[src/rtl/sertx_pkg.sv]
package sertx_pkg;

  typedef enum logic [2:0] {
    ST_IDLE,
    ST_START,
    ST_DATA,
    ST_PAR,
    ST_STOP
  } tx_state_e;

  typedef struct packed {
    logic par_en;
    logic par_odd;
  } par_cfg_t;

endpackage

[src/rtl/sertx_hold.sv]
module sertx_hold #(
  parameter int DATA_W = 8
) (
  input  logic              clk,
  input  logic              rst,
  input  logic              wr_en,
  input  logic [DATA_W-1:0] wr_data,
  input  logic              take,
  output logic              full,
  output logic [DATA_W-1:0] data
);

  always_ff @(posedge clk) begin
    if (rst) begin
      full <= 1'b0;
      data <= '0;
    end else begin
      if (wr_en) begin
        full <= 1'b1;
        data <= wr_data;
      end else if (take) begin
        full <= 1'b0;
      end
    end
  end

  // a write always lands, replacing any pending byte
  assert_write_lands_R7: assert property (@(posedge clk) disable iff (rst)
    wr_en |=> (full && data == $past(wr_data)));

  // a transfer with no write leaves the holding register empty
  assert_take_empties_R8: assert property (@(posedge clk) disable iff (rst)
    (take && !wr_en) |=> !full);

endmodule

[src/rtl/sertx_flag.sv]
module sertx_flag (
  input  logic clk,
  input  logic rst,
  input  logic set,
  input  logic clr,
  output logic flag
);

  always_ff @(posedge clk) begin
    if (rst) begin
      flag <= 1'b0;
    end else if (set) begin
      flag <= 1'b1;
    end else if (clr) begin
      flag <= 1'b0;
    end
  end

  // a transfer always raises the flag, even against a clear
  assert_flag_set_R6: assert property (@(posedge clk) disable iff (rst)
    set |=> flag);

  // the flag is sticky until cleared
  assert_flag_sticky_R6: assert property (@(posedge clk) disable iff (rst)
    (flag && !clr) |=> flag);

endmodule

[src/rtl/sertx_shift.sv]
module sertx_shift
  import sertx_pkg::*;
#(
  parameter int DATA_W = 8
) (
  input  logic              clk,
  input  logic              rst,
  input  logic              tick,
  input  logic              have_byte,
  input  logic [DATA_W-1:0] byte_in,
  input  par_cfg_t          cfg,
  output logic              take,
  output logic              ser_out,
  output logic              active
);

  localparam int CNT_W = (DATA_W > 1) ? $clog2(DATA_W) : 1;
  localparam logic [CNT_W-1:0] LAST_IDX = CNT_W'(DATA_W - 1);

  tx_state_e         state;
  logic [DATA_W-1:0] shreg;
  logic [CNT_W-1:0]  bitcnt;
  logic              par_bit;
  logic              par_on;
  logic              ser_q;

  assign take    = tick && have_byte && (state == ST_IDLE || state == ST_STOP);
  assign ser_out = ser_q;
  assign active  = (state != ST_IDLE);

  always_ff @(posedge clk) begin
    if (rst) begin
      state   <= ST_IDLE;
      shreg   <= '0;
      bitcnt  <= '0;
      par_bit <= 1'b0;
      par_on  <= 1'b0;
      ser_q   <= 1'b1;
    end else if (tick) begin
      if (take) begin
        shreg   <= byte_in;
        par_bit <= (^byte_in) ^ cfg.par_odd;
        par_on  <= cfg.par_en;
        ser_q   <= 1'b0;
        state   <= ST_START;
      end else begin
        case (state)
          ST_START: begin
            ser_q  <= shreg[DATA_W-1];
            shreg  <= shreg << 1;
            bitcnt <= LAST_IDX;
            state  <= ST_DATA;
          end
          ST_DATA: begin
            if (bitcnt == '0) begin
              if (par_on) begin
                ser_q <= par_bit;
                state <= ST_PAR;
              end else begin
                ser_q <= 1'b1;
                state <= ST_STOP;
              end
            end else begin
              ser_q  <= shreg[DATA_W-1];
              shreg  <= shreg << 1;
              bitcnt <= bitcnt - 1'b1;
            end
          end
          ST_PAR: begin
            ser_q <= 1'b1;
            state <= ST_STOP;
          end
          default: begin
            ser_q <= 1'b1;
            state <= ST_IDLE;
          end
        endcase
      end
    end
  end

  // idle line is high
  assert_idle_high_R5: assert property (@(posedge clk) disable iff (rst)
    (state == ST_IDLE) |-> ser_q);

  // stop bit is high
  assert_stop_high_R5: assert property (@(posedge clk) disable iff (rst)
    (state == ST_STOP) |-> ser_q);

  // start bit is low
  assert_start_low_R2: assert property (@(posedge clk) disable iff (rst)
    (state == ST_START) |-> !ser_q);

  // a pending byte at the end of a stop bit starts at once
  assert_back_to_back_R9: assert property (@(posedge clk) disable iff (rst)
    (tick && state == ST_STOP && have_byte) |=> (state == ST_START && !ser_q));

  // the bit state only moves on a tick
  assert_bit_hold_R3: assert property (@(posedge clk) disable iff (rst)
    (!tick) |=> $stable(ser_q));

endmodule

[src/rtl/sertx_top.sv]
module sertx_top
  import sertx_pkg::*;
#(
  parameter int DATA_W = 8
) (
  input  logic              clk,
  input  logic              rst,
  input  logic              baud_tick,
  input  logic              par_en,
  input  logic              par_odd,
  input  logic              wr_en,
  input  logic [DATA_W-1:0] wr_data,
  input  logic              clr_empty,
  output logic              ser_out,
  output logic              buf_empty,
  output logic              busy
);

  logic              hold_full;
  logic [DATA_W-1:0] hold_data;
  logic              take;
  logic              sh_active;
  par_cfg_t          cfg;

  assign cfg.par_en  = par_en;
  assign cfg.par_odd = par_odd;

  sertx_hold #(.DATA_W(DATA_W)) hold_i (
    .clk     (clk),
    .rst     (rst),
    .wr_en   (wr_en),
    .wr_data (wr_data),
    .take    (take),
    .full    (hold_full),
    .data    (hold_data)
  );

  sertx_shift #(.DATA_W(DATA_W)) shift_i (
    .clk       (clk),
    .rst       (rst),
    .tick      (baud_tick),
    .have_byte (hold_full),
    .byte_in   (hold_data),
    .cfg       (cfg),
    .take      (take),
    .ser_out   (ser_out),
    .active    (sh_active)
  );

  sertx_flag flag_i (
    .clk  (clk),
    .rst  (rst),
    .set  (take),
    .clr  (clr_empty),
    .flag (buf_empty)
  );

  assign busy = hold_full | sh_active;

  // busy follows any write
  assert_busy_after_write_R8: assert property (@(posedge clk) disable iff (rst)
    wr_en |=> busy);

  // a quiet block keeps the line high
  assert_quiet_line_R5: assert property (@(posedge clk) disable iff (rst)
    !busy |-> ser_out);

endmodule

[config.mk]
export PLATFORM = sky130hd
export DESIGN_NAME = sertx_top
export DESIGN_NICKNAME = d
export VERILOG_FILES = /design/src/rtl/sertx_pkg.sv /design/src/rtl/sertx_hold.sv /design/src/rtl/sertx_flag.sv /design/src/rtl/sertx_shift.sv /design/src/rtl/sertx_top.sv
export SDC_FILE = /design/constraint.sdc
export NUM_CORES = 1
export LEC_CHECK = 0
export BUFFER_PORTS_ARGS = -buffer_cell sky130_fd_sc_hd__buf_4
export CORE_MARGIN = 8
export CORE_UTILIZATION = 35
export DETAILED_ROUTE_END_ITERATION = 16
export GPL_TIMING_DRIVEN = 0
export PLACE_DENSITY = 0.55
export SLEW_MARGIN = 15
export SYNTH_ARGS = -nofsm -noshare
export SYNTH_HDL_FRONTEND = slang
export SYNTH_SLANG_ARGS = --single-unit
[constraint.sdc]
create_clock -name clk -period 1.97 [get_ports clk]
set_input_delay 0.0985 -clock clk [delete_from_list [all_inputs] [get_ports clk]]
set_output_delay 0.0985 -clock clk [all_outputs]
set_load 0.1 [all_outputs]
# Word-level counts from Yosys, hierarchy flattened
# Index checks and enable logic that the tools add are counted.
[word_totals] reg_bits=27 latchBits=0 ram_bits=0 romBits=0 in_bits=15 output_inout_bits=3 elab_cells=52 memories=0
[op_classes] n_addsub=1 mul=0 div=0 n_lt_le_gt_ge=0 n_eq_ne=7 shift=0 muxes=17 n_bitwise=3 reduce_logical=15
[op_table] operator="$mux W8" n=2
[op_table] operator="$pmux W8 S2" n=1
[op_table] operator="$mux W3" n=4
[op_table] operator="$pmux W3 S3" n=1
[op_table] operator="$reduce_xor A8 Y1" n=1
[op_table] operator="$mux W1" n=7
[op_table] operator="$eq A3 B2 Y1 const B" n=2
[op_table] operator="$logic_not A3 Y1" n=2
[op_table] operator="$pmux W3 S2" n=1
[op_table] operator="$reduce_bool A2 Y1" n=3
[op_table] operator="$reduce_bool A3 Y1" n=2
[op_table] operator="$reduce_and A2 Y1" n=2
[op_table] operator="$reduce_and A4 Y1" n=1
[op_table] operator="$eq A3 B1 Y1 const B" n=1
[op_table] operator="$eq A3 B3 Y1 const B" n=1
[op_table] operator="$ne A3 B1 Y1 const B" n=1
[op_table] operator="$ne A3 B2 Y1 const B" n=1
[op_table] operator="$reduce_and A3 Y1" n=1
[op_table] operator="$sub A3 B1 Y3 const B" n=1
[op_table] operator="$logic_and A1 B1 Y1" n=2
[op_table] operator="$ne A2 B2 Y1 const B" n=1
[op_table] operator="$pmux W1 S2" n=1
[op_table] operator="$logic_or A1 B1 Y1" n=1
[op_table] operator="$not A1 Y1" n=1
[op_table] operator="other kinds (2)" n=2

# Depth between registers and ports, before layout
# Gate-level depths: netlist of the first run.
[logic_depth] word_depth=5 depth_mapped=8 depth_no_buf=7

# Modules after synthesis
# From an unflattened synthesis of the first run, not the netlist that was laid out.
[unflattened] hier_cells=141 area_unflattened_um2=1321.3
[modules_own_cells] mod="sertx_shift" instances=1 cells_per_inst=106 area_per_inst_um2=954.7 seq_area_each_um2=340.3
[modules_own_cells] mod="sertx_hold" instances=1 cells_per_inst=30 area_per_inst_um2=321.6 seq_area_each_um2=180.2
[modules_own_cells] mod="sertx_flag" instances=1 cells_per_inst=4 area_per_inst_um2=38.8 seq_area_each_um2=20.0
[modules_own_cells] mod="sertx_top" instances=1 cells_per_inst=1 area_per_inst_um2=6.3 seq_area_each_um2=0.0

# Worst setup path after synthesis of the first run
# Ideal clock, no wire load.
[synth_timing] path_kind="register -> register" from="register shift_i.bitcnt[0]" to="register shift_i.bitcnt[1]" setup_time_ns=0.088 arrival_ns=1.494 required_time_ns=1.882 path_slack_ns=0.388 stages_incl_launch_ff=9 n_path_buf=1 synth_period_minus_slack_ns=1.582 cell_sequence="dfxtp_1 inv_1 ha_1 nor2b_2 o21a_4 nor3_4 buf_6 nor2_2 a311oi_2"
[synth_between] elab_chain_cells=3 word_cells_on_any_way=6 classes_between="add/sub: 1; eq/ne: 1; mux: 2; reduce/logical: 2"
[synth_lines] element="from (decl)" line_no="sertx_shift.sv:22" rtl="logic [CNT_W-1:0] bitcnt;"
[synth_lines] element="from (signal assigned)" line_no="sertx_shift.sv:66" rtl="bitcnt <= bitcnt - 1'b1;"
[synth_lines] element="$sub A3 B1 Y3 or $logic_not A3 Y1 (tied branches)" line_no="sertx_shift.sv:66, sertx_shift.sv:55"
[synth_lines] element="$mux W3 or $ne A2 B2 Y1 (tied branches)"
[synth_lines] element="$pmux W3 S2 or $reduce_and A4 Y1 (tied branches)"
# Parallel ways exist; a longest one is shown, timed or not. The select of a mux whose other input is x is not followed.
# A chain may end at the register's enable or synchronous reset.

# Worst setup path in the final report of the first run
# Same ends and word-level chain as after synthesis.

==> summary.md, run 1 <==
| Metric | Value |
|---|---|
| Synth unique cells | `39` |
| Chip Width | `roughly 76 um` |
| Initial antenna violation count | `0` |
| Max cap viols | `0` |
| CTS Buf Count | `3` |
| Slowest-stage cell, CP | `dfxtp_1` |
| Crit path max-delay family | `simple AND/OR/NAND/NOR gates` |
| Critical path buffers and inverters | `2` |
| CTS H-tree lvls | `1` |
| Area of the multi-input gates | `658.1 sq um` |
| Via count | `1017` |
| Fillers | `347` |
| Syn_nets | `150` |
| Synth area leader | `dfxtp_1` |
| Clk sink count | `27` |
| Initial Util | `0.3706` |
| Max_slew headroom | `0.5848` |
| Register-to-register setup slack | `190 ps` |
| Die area | `0.005762 sq mm` |
| First-pass GRT wire length | `4.899 mm` |
| Synth Instances | `around 130` |
| Post-synth top cells | `dfxtp_1 (27), nor2_1 (21), a21oi_1 (8), mux2i_1 (8), nand2_1 (8)` |
| Main synth FF type | `dfxtp_1` |
| Most frequent cell after synthesis | `dfxtp_1` |
| Tmin final | `1782 ps` |
| HPWL after DPL | `slightly above 2 mm` |
| Critical path launch point type | `flop` |
| Setup violators final | `0` |
| Share of the synthesized area in the top cell type | `0.4303` |
| Final WS setup | `188.1 ps` |
| Syn Area/Cell | `9.445 sq um` |
| RD Place Congestion | `0.8313` |
| RSZ-0062 raised after global routing | `false` |
| Peak VDD IR | `348.3 uV` |
| Grt ovf | `0` |
| DR pass1 iterations | `5` |
| Nets@finish | `approximately 180` |
| Synthesized flop and latch total | `27` |
| Count of final hold-check violations | `0` |
| Setup crit end kind | `flop` |
| Core box area | `roughly 0.0034 sq mm` |
| Crit path largest cell delay | `370 ps` |
| Reg area | `540.5 sq um` |
| Async SR Flop Fraction | `0` |
| WP data required | `2210 ps` |
| Worst slew pin tran | `622.8 ps` |
| Clock Skew | `13.27 ps` |
| Routed WL | `roughly 2.9 mm` |
| Yosys warns | `0` |
| Crit-path max FO | `10` |
| Critical path, cell by cell | `inv_1 > ha_1 > nor2b_2 > o21a_4 > nor3_4 > buf_6 > nor2_2 > a311oi_2` |
| Post-synth EDFFs | `0` |
| Vias in the first global route | `1080` |
| Hold Path Class | `in2reg` |
| Seq/Total Area, Yosys | `0.4303` |
| Largest cells by area after synthesis | `dfxtp_1 (43%), mux2i_1 (6.4%), nor2_1 (6.3%)` |
| Overall power | `1041 uW` |
| Wire per inst | `14.00 um` |
| Status | `finished clean` |
| Num rows | `21` |
| Post-Syn Area | `0.001256 sq mm` |
| Antenna diodes | `0` |
| Initial detailed-routing violation count | `110` |
| Place WS | `between 150 and 200 ps` |
| Vias per cell | `approximately 5` |
| Die height | `75.91 um` |
| I/O pin count | `18` |
| Post-DRT Antenna Nets | `0` |
| Root buffer cell | `clkbuf_4` |
| Crit Path Category | `reg2reg` |
| Area growth syn-to-layout | `19.82%` |
| Largest net degree at the start of global routing | `15` |
| Worst skew pair latency | `approximately 330 ps` |
| DRC | `0` |
| Fmax | `561.2 MHz` |
| Pwr per Cell Area | `~700 mW/mm^2` |
| Share of layout cells above drive strength 1 | `0.2025` |
| P_leak | `~0.00059 uW` |
| Clock Tree Buf Depth | `2` |
| CP arrival | `2020 ps` |
| Port Buffer Count | `15` |
| Total Routing Usage GR | `0.09954` |
| TNS Setup | `0 ps` |
| Clock-pin slew on the worst setup and hold paths | `roughly 150 ps` |
| Final Slew Violations | `0` |
| CTS tree | `built` |
| Tcrit/Tclk final | `0.9045` |
[what timing repair did]
item / CTS / global route
gates resized for setup: 0 / 0
endpoints found under the setup margin: 0 / 1
endpoints found under the hold margin: 3 / 0
setup buffers: 0 / 3
hold buffers: 3 / 0
[metrics by stage]
stage / instance area (sq um) / hold slack [ps] / utilization / std cells
after global placement: 1426 / 331.2 / 0.4208 / 194
after floorplan: 1256 / 234.5 / - / 133
after global routing: 1505 / 6.921 / 0.4441 / 204
after detailed placement: 1426 / 352.6 / 0.4208 / 194
final: 1505 / 13.76 / 0.4441 / 204
after CTS: 1483 / 4.276 / 0.4374 / 201
[routing by layer]
metal  wire length, um  up-vias  global-route usage
met3               101        2             0.03302
met2              1404       13              0.1680
met5                 0        -                   0
met4                16        0             0.01765
li1                  -      522                   -
met1              1334      480              0.1197
[tightest hold or removal path, stage by stage]
cell	delay (ps)
buf_4	80
mux2i_1	60
nor2_1	80
[where the power goes]
group          internal (uW)  switching [uW]  leakage, uW
combinational           96.2             116     0.000359
sequential               569            19.7     0.000220
clock                   79.3             160    0.0000150
total                    745             296     0.000595
[cell usage in the layout (no fill, tap or decap), types with 2 or more instances in the layout]
cell	n
nand2_1	8
nor3_1	4
inv_1	4
a21oi_1	8
a222oi_1	6
o21ai_0	3
dfxtp_1	27
clkbuf_4	3
buf_4	18
a22oi_1	2
and3_1	2
nand2b_1	5
xnor2_1	5
buf_6	2
mux2i_1	8
dlygate4sd3_1	3
ha_1	2
nor2_1	21
clkbuf_1	4
[path summary, 6_finish.rpt]
path	endpoint	cells after the start	start
max	shift_i.bitcnt[1]	8	shift_i.bitcnt[0]
min	hold_i.data[5]	3	wr_data[5]
max reg2reg	shift_i.bitcnt[1]	8	shift_i.bitcnt[0]
min reg2reg	shift_i.par_bit	2	shift_i.par_bit
[kinds of logic after synthesis]
family	after synthesis	share of synthesized area
AOI/OAI and AO/OA	28	0.1713
buffers and inverters	11	0.04580
adders and majority gates	2	0.01992
DFF	27	0.4303
xor gates and xnor gates	7	0.05976
and+or+nand+nor	49	0.2002
muxes	9	0.07271
[registers in the layout, indices dropped and copies added, names as in the netlist]
register	count
hold_i.data	8
shift_i.shreg	8
shift_i.bitcnt	3
shift_i.state	3
flag_i.flag	1
hold_i.full	1
shift_i.par_bit	1
shift_i.par_on	1
shift_i.ser_out	1
[area by class of cell]
cell class | count | area share
buffer | 7 | 0.02826
sequential | 27 | 0.3591
timing repair buffer | 21 | 0.1097
tap | 46 | 0.03824
inverter | 4 | 0.009975
clock buffer | 4 | 0.01746
multi-input combinational | 95 | 0.4372
Note: power is estimated with default switching activity, not from simulation.
==> inputs of run 2 (changes only) <==
- HOLD_SLACK_MARGIN: default -> 0.15
- SYNTH_HIERARCHICAL: default -> 1
==> summary.md, run 2 <==
| Metric | Value |
|---|---|
| Status | `finished clean` |
| Final std cell area, no fill | `0.001727 sq mm (+15%)` |
| Die area | `0.005997 sq mm (+4.1%)` |
| CTS H-tree lvls | `1 (unchanged)` |
| Die height | `77.44 um (+2.0%)` |
| CP arrival | `1570 ps (-450 ps)` |
| Clock Tree Buf Depth | `2 (unchanged)` |
| Setup violators final | `0 (unchanged)` |
| Max cap viols | `0 (unchanged)` |
| Tcrit/Tclk final | `0.8492 (-0.05532)` |
| Chip Width | `77.44 um (+2.0%)` |
| Synth Instances | `141 (+6.0%)` |
| Nets@finish | `197 (+12%)` |
| Critical path launch point type | `flop` |
| Place WS | `419.0 ps (+229.7 ps)` |
| Initial Util | `0.3636 (-0.006980)` |
| Share of the synthesized area in the top cell type | `0.4091 (-0.02119)` |
| Post-synth top cells | `dfxtp_1 (27), a21oi_1 (15), nor2_1 (10)` |
| Yosys warns | `6 (+6)` |
| RSZ-0062 raised after global routing | `false` |
| Synth unique cells | `45 (+15%)` |
| Syn Area/Cell | `9.371 sq um (-0.79%)` |
| Root buffer cell | `clkbuf_8` |
| Synthesized flop and latch total | `27 (unchanged)` |
| WP data required | `1870 ps (-340 ps)` |
| Worst skew pair latency | `270 ps (-60 ps)` |
| Initial antenna violation count | `0 (unchanged)` |
| TNS Setup | `0 ps (unchanged)` |
| HPWL after DPL | `2.198 mm (+6.2%)` |
| Num rows | `22 (+4.8%)` |
| Initial detailed-routing violation count | `70 (-36%)` |
| Largest net degree at the start of global routing | `15 (unchanged)` |
| First-pass GRT wire length | `5.416 mm (+11%)` |
| Wire per inst | `13.74 um (-1.9%)` |
| P_leak | `0.0006782 uW (+14%)` |
| Post-DRT Antenna Nets | `0 (unchanged)` |
| RD Place Congestion | `0.8336 (+0.28%)` |
| Fmax | `597.8 MHz (+6.5%)` |
| Pwr per Cell Area | `662.8 mW/mm^2 (-4.1%)` |
| Most frequent cells in the layout | `dfxtp_1 (27), dlygate4sd3_1 (18), buf_4 (17), a21oi_1 (15), nor2_1 (10)` |
| Syn_nets | `158 (+5.3%)` |
| Crit-path max FO | `9 (-1)` |
| Hold Path Class | `reg2reg` |
| Count of final hold-check violations | `0 (unchanged)` |
| Max_slew headroom | `0.6739 (+0.08911)` |
| Antenna diodes | `0 (unchanged)` |
| Largest cells by area after synthesis | `dfxtp_1 (41%), mux2i_1 (6.1%), a21oi_1 (5.7%)` |
| Vias per cell | `5.233 (+5.0%)` |
| CTS tree | `built` |
| Clock Skew | `4.443 ps (-8.828 ps)` |
| Post-synth EDFFs | `0 (unchanged)` |
| Routed WL | `3.119 mm (+9.2%)` |
| Clock-pin slew on the worst setup and hold paths | `90 ps (-60 ps)` |
| Setup crit end kind | `output port` |
| Share of layout cells above drive strength 1 | `0.1732 (-0.02935)` |
| Clk sink count | `27 (unchanged)` |
| Final WS setup | `297.1 ps (+109.0 ps)` |
| Via count | `1188 (+17%)` |
| Post-Syn Area | `0.001321 sq mm (+5.2%)` |
| Total Routing Usage GR | `0.1063 (+0.006731)` |
| Peak VDD IR | `344.3 uV (-1.2%)` |
| Grt ovf | `0 (unchanged)` |
| Seq/Total Area, Yosys | `0.4091 (-0.02119)` |
| Post-layout util | `0.4752 (+0.03113)` |
| Final Slew Violations | `0 (unchanged)` |
| CTS Buf Count | `3 (unchanged)` |
| DR pass1 iterations | `4 (-1)` |
| I/O pin count | `18 (unchanged)` |
| Synth area leader | `dfxtp_1` |
| Async SR Flop Fraction | `0 (unchanged)` |
| Vias in the first global route | `1207 (+12%)` |
| Most common cell after layout, fill and taps aside | `dfxtp_1` |
| Core box area | `0.003633 sq mm (+7.2%)` |
| DRC | `0 (unchanged)` |
| Largest registers | `hold_i/data (8), shift_i/shreg (8)` |
| Crit Path Category | `reg2out` |
| Area growth syn-to-layout | `30.68%` |
| Most frequent cell after synthesis | `dfxtp_1` |
| Main synth FF type | `dfxtp_1` |
| Post-Place Cell Area | `0.001501 sq mm (+5.3%)` |
| Port Buffer Count | `16 (+1)` |
| Tmin final | `1673 ps (-109.0 ps)` |
| Worst slew pin tran | `489.2 ps (-133.7 ps)` |
| PostCTS Resize Cnt | `0 (unchanged)` |
## run 2: logic make-up after synthesis
| kind of cell | synth area share |
|---|---|
| XOR/XNOR | 0.05019 |
| buffers and inverters | 0.05965 |
| flip-flops | 0.4091 |
| adder cells (fa/ha/maj) | 0.01894 |
| multiplexers | 0.06061 |
| AND/OR/NAND/NOR | 0.1468 |
| AO/OA/AOI/OAI | 0.2547 |
## run 2: metal layers
metal	global-route usage	wire length [um]	up-vias	part of all wire
met3	0.02765	140	2	0.045
li1	-	-	591	-
met4	0.02830	19	0	0.0061
met5	0	0	-	0
met2	0.1853	1497	24	0.48
met1	0.1253	1461	571	0.47
## run 2: path summary, 6_finish.rpt
path                            cells past startpoint                end  slack (ps)              start
worst min-delay path                                1  shift_i/bitcnt[0]         470  shift_i/bitcnt[0]
worst min register to register                      1  shift_i/bitcnt[0]         470  shift_i/bitcnt[0]
worst max-delay path                                4               busy         300   shift_i/state[2]
worst max register to register                      7  shift_i/bitcnt[2]         390  shift_i/bitcnt[0]
## run 2: metrics by stage
step / power, uW / std cells / hold slack (ps)
finish: 1144 / 227 / 470.4
global route: 1202 / 227 / 496.5
CTS: 1153 / 227 / 478.1
detailed placement: 810.4 / 205 / 273.8
global placement: 805.7 / 205 / 271.5
floorplan: 749.4 / 141 / 160.9
## run 2: worst max-delay path, cell delays in order, from the launching register on
cell and delay, ps:
dfxtp_1 300, buf_2 170, or3_1 380, or2_1 220
buf_4 230
## run 2: area by class of cell
type / count / area, sq um
sequential: 27 / 540.5
tap: 48 / 60.06
multi-input combinational: 97 / 701.9
buffer: 9 / 48.80
fill: 385 / 1907
clock buffer: 4 / 45.04
timing repair buffer: 34 / 300.3
inverter: 8 / 30.03
## run 2: power by group
group / internal (uW) / leakage [uW] / switching [uW] / total [uW]
Clock: 145 / 0.0000228 / 168 / 313
Combinational: 111 / 0.000435 / 130 / 241
Sequential: 570 / 0.000221 / 21.4 / 591
## run 2: what timing repair did
item / 4_1_cts / 5_1_grt
hold buffers: 18 / 0
setup endpoints to repair: 0 / 0
setup buffers: 0 / 0
hold endpoints to repair: 12 / 0
==> inputs of run 3 (changes only) <==
- clock period: 1.97 -> 1.57 ns (I/O delays scaled with it)
==> summary.md, run 3 (synthesis gave the netlist of run 2 again) <==
| Metric | Value |
|---|---|
| RD Place Congestion | `0.8336 (unchanged)` |
| Port Buffer Count | `16 (unchanged)` |
| Post-layout util | `0.5090 (+0.03375)` |
| P_leak | `0.0007306 uW (+7.7%)` |
| Critical path, cell by cell | `xnor2_1 > xnor3_1 > and4_4 > a311o_1` |
| Post-DRT Antenna Nets | `0 (unchanged)` |
| Max layer used | `met4` |
| Routed WL | `3.232 mm (+3.6%)` |
| Worst skew pair latency | `270 ps (about the same)` |
| Hold Path Class | `reg2reg` |
| I/O pin count | `18 (unchanged)` |
| Share of layout cells above drive strength 1 | `0.2663 (+0.09312)` |
| First-pass GRT wire length | `5.499 mm (+1.5%)` |
| Worst slew pin tran | `493.1 ps (+3.950 ps)` |
| Core box area | `0.003633 sq mm (unchanged)` |
| Critical path buffers and inverters | `0 (-2)` |
| Count of final hold-check violations | `0 (unchanged)` |
| RSZ-0062 raised after global routing | `true` |
| Worst setup path start | `hold_i/data[4]` |
| Crit path max-delay family | `XOR/XNOR gates` |
| Chip Width | `77.44 um (unchanged)` |
| Logic depth of the worst path, buffers included | `4 (unchanged)` |
| Max cap viols | `0 (unchanged)` |
| Root buffer cell | `clkbuf_8` |
| Cell count of the worst reg-to-reg path | `4 (-3)` |
| Slowest-stage cell, CP | `xnor3_1` |
| Max_slew headroom | `0.6713 (-0.002633)` |
| Setup crit end kind | `flop` |
| Fillers | `376 (-2.3%)` |
| Pwr per Cell Area | `798.0 mW/mm^2 (+20%)` |
| M1 wire length | `1.503 mm (+2.9%)` |
| Initial detailed-routing violation count | `76 (+8.6%)` |
| Most frequent cells in the layout | `dlygate4sd3_1 (21), dfxtp_1 (18), buf_4 (17), a21oi_1 (15), nor2_1 (10)` |
| Grt ovf | `0 (unchanged)` |
| Met3 routed WL | `143 um (+2.1%)` |
| Placed Cells | `205 (unchanged)` |
| HPWL after DPL | `2.198 mm (unchanged)` |
| Setup violators final | `0 (unchanged)` |
| Antenna diodes | `0 (unchanged)` |
| Post-Place Cell Area | `0.001501 sq mm (unchanged)` |
| Via count | `1218 (+2.5%)` |
| Die height | `77.44 um (unchanged)` |
| Most common cell after layout, fill and taps aside | `dlygate4sd3_1` |
| Tcrit/Tclk final | `0.9814` |
| Initial antenna violation count | `0 (unchanged)` |
| FF-to-FF End | `shift_i/par_bit` |
| Crit Path Category | `reg2reg` |
| Vias per cell | `5.250 (+0.32%)` |
| Total Routing Usage GR | `0.1082 (+0.001906)` |
| Final Slew Violations | `0 (unchanged)` |
| Die area | `0.005997 sq mm (unchanged)` |
| DR pass1 iterations | `5 (+1)` |
| Reg-to-reg startpoint | `hold_i/data[4]` |
| Clock-pin slew on the worst setup and hold paths | `90 ps (about the same)` |
| WP data required | `1730 ps (-140 ps)` |
| Nets@finish | `202 (+2.5%)` |
| Crit path largest cell delay | `470 ps (+90 ps)` |
| Wire per inst | `13.93 um (+1.4%)` |
| Crit-path max FO | `3 (-6)` |
| CTS H-tree lvls | `1 (unchanged)` |
| CTS Buf Count | `3 (unchanged)` |
| DRC | `0 (unchanged)` |
| CTS tree | `built` |
| Fmax | `649.0 MHz` |
| Status | `finished clean` |
| Register-to-register setup slack | `30 ps (-360 ps)` |
| Num rows | `22 (unchanged)` |
| Setup crit end | `shift_i/par_bit` |
| Initial Util | `0.3636 (unchanged)` |
| CP arrival | `1700 ps (+130 ps)` |
| Tmin final | `1541 ps` |
| Clk sink count | `27 (unchanged)` |
| Area growth syn-to-layout | `39.96%` |
| Final std cell area, no fill | `0.001849 sq mm (+7.1%)` |
| Fin cells | `232 (+2.2%)` |
| Clock Tree Buf Depth | `2 (unchanged)` |
| Clock Skew | `4.832 ps (+0.3894 ps)` |
| Largest net degree at the start of global routing | `15 (unchanged)` |
| Vias in the first global route | `1210 (+0.25%)` |
| Critical path launch point type | `flop` |
| Metal2 WL | `1.565 mm (+4.5%)` |
| Largest registers | `hold_i/data (8), shift_i/shreg (8)` |
| Peak VDD IR | `429.0 uV (+25%)` |
| Hold slack | `437.3 ps (-33.12 ps)` |
==> run 3: final cells by class <==
| cell class | count | area (sq um) | area share |
|---|---|---|---|
| Multi-Input combinational cell | 97 | 729.5 | 0.3945 |
| Sequential cell | 27 | 554.3 | 0.2997 |
| Timing Repair Buffer | 40 | 377.9 | 0.2043 |
| Tap cell | 48 | 60.06 | 0.03248 |
| Buffer | 8 | 52.55 | 0.02842 |
| Clock buffer | 4 | 45.04 | 0.02436 |
| Inverter | 8 | 30.03 | 0.01624 |
==> run 3: where the power goes <==
| group | internal, uW | leakage (uW) | switching [uW] |
|---|---|---|---|
| Clock | 182 | 0.0000228 | 208 |
| Combinational | 171 | 0.000483 | 171 |
| Sequential | 715 | 0.000225 | 29.2 |
==> run 3: how the worst min path moves through the flow <==
stage                            from                end  slack [ps]  depth (start not counted)
CTS                 shift_i/bitcnt[0]  shift_i/bitcnt[0]         480                          1
finish              shift_i/bitcnt[0]  shift_i/bitcnt[0]         440                          1
floorplan                         rst        flag_i/flag         140                          1
detailed placement                rst        flag_i/flag         250                          2
global route        shift_i/bitcnt[0]  shift_i/bitcnt[0]         460                          1
global placement                  rst        flag_i/flag         250                          2
==> run 3: per-layer routing <==
metal / vias to the layer above / global-route usage
li1: 601 / -
met4: 0 / 0.02830
met3: 2 / 0.02765
met2: 24 / 0.1887
met1: 591 / 0.1280
met5: - / 0
==> run 3: repair_timing <==
action | in CTS | in global routing
hold endpoints to repair | 12 | 0
setup buffers | 0 | 3
endpoints found under the setup margin | 2 | 19
pin swaps | 2 | 6
hold buffers | 21 | 0
gates resized for setup | 4 | 21
gates cloned | 0 | 0
==> run 3: metrics by stage <==
stage	setup slack (ps)	setup TNS (ps)	power (uW)
after floorplan	137.6	0	940.3
after global placement	38.94	0	1011
after detailed placement	19.03	0	1017
after CTS	3.364	0	1465
after global routing	-10.22	-10.22	1549
final	29.26	0	1476
==> run 3: worst reg2reg max path: stages (launching register included) <==
cell     delay [ps]
dfxtp_2         340
xnor2_1         160
xnor3_1         470
and4_4          200
a311o_1         260
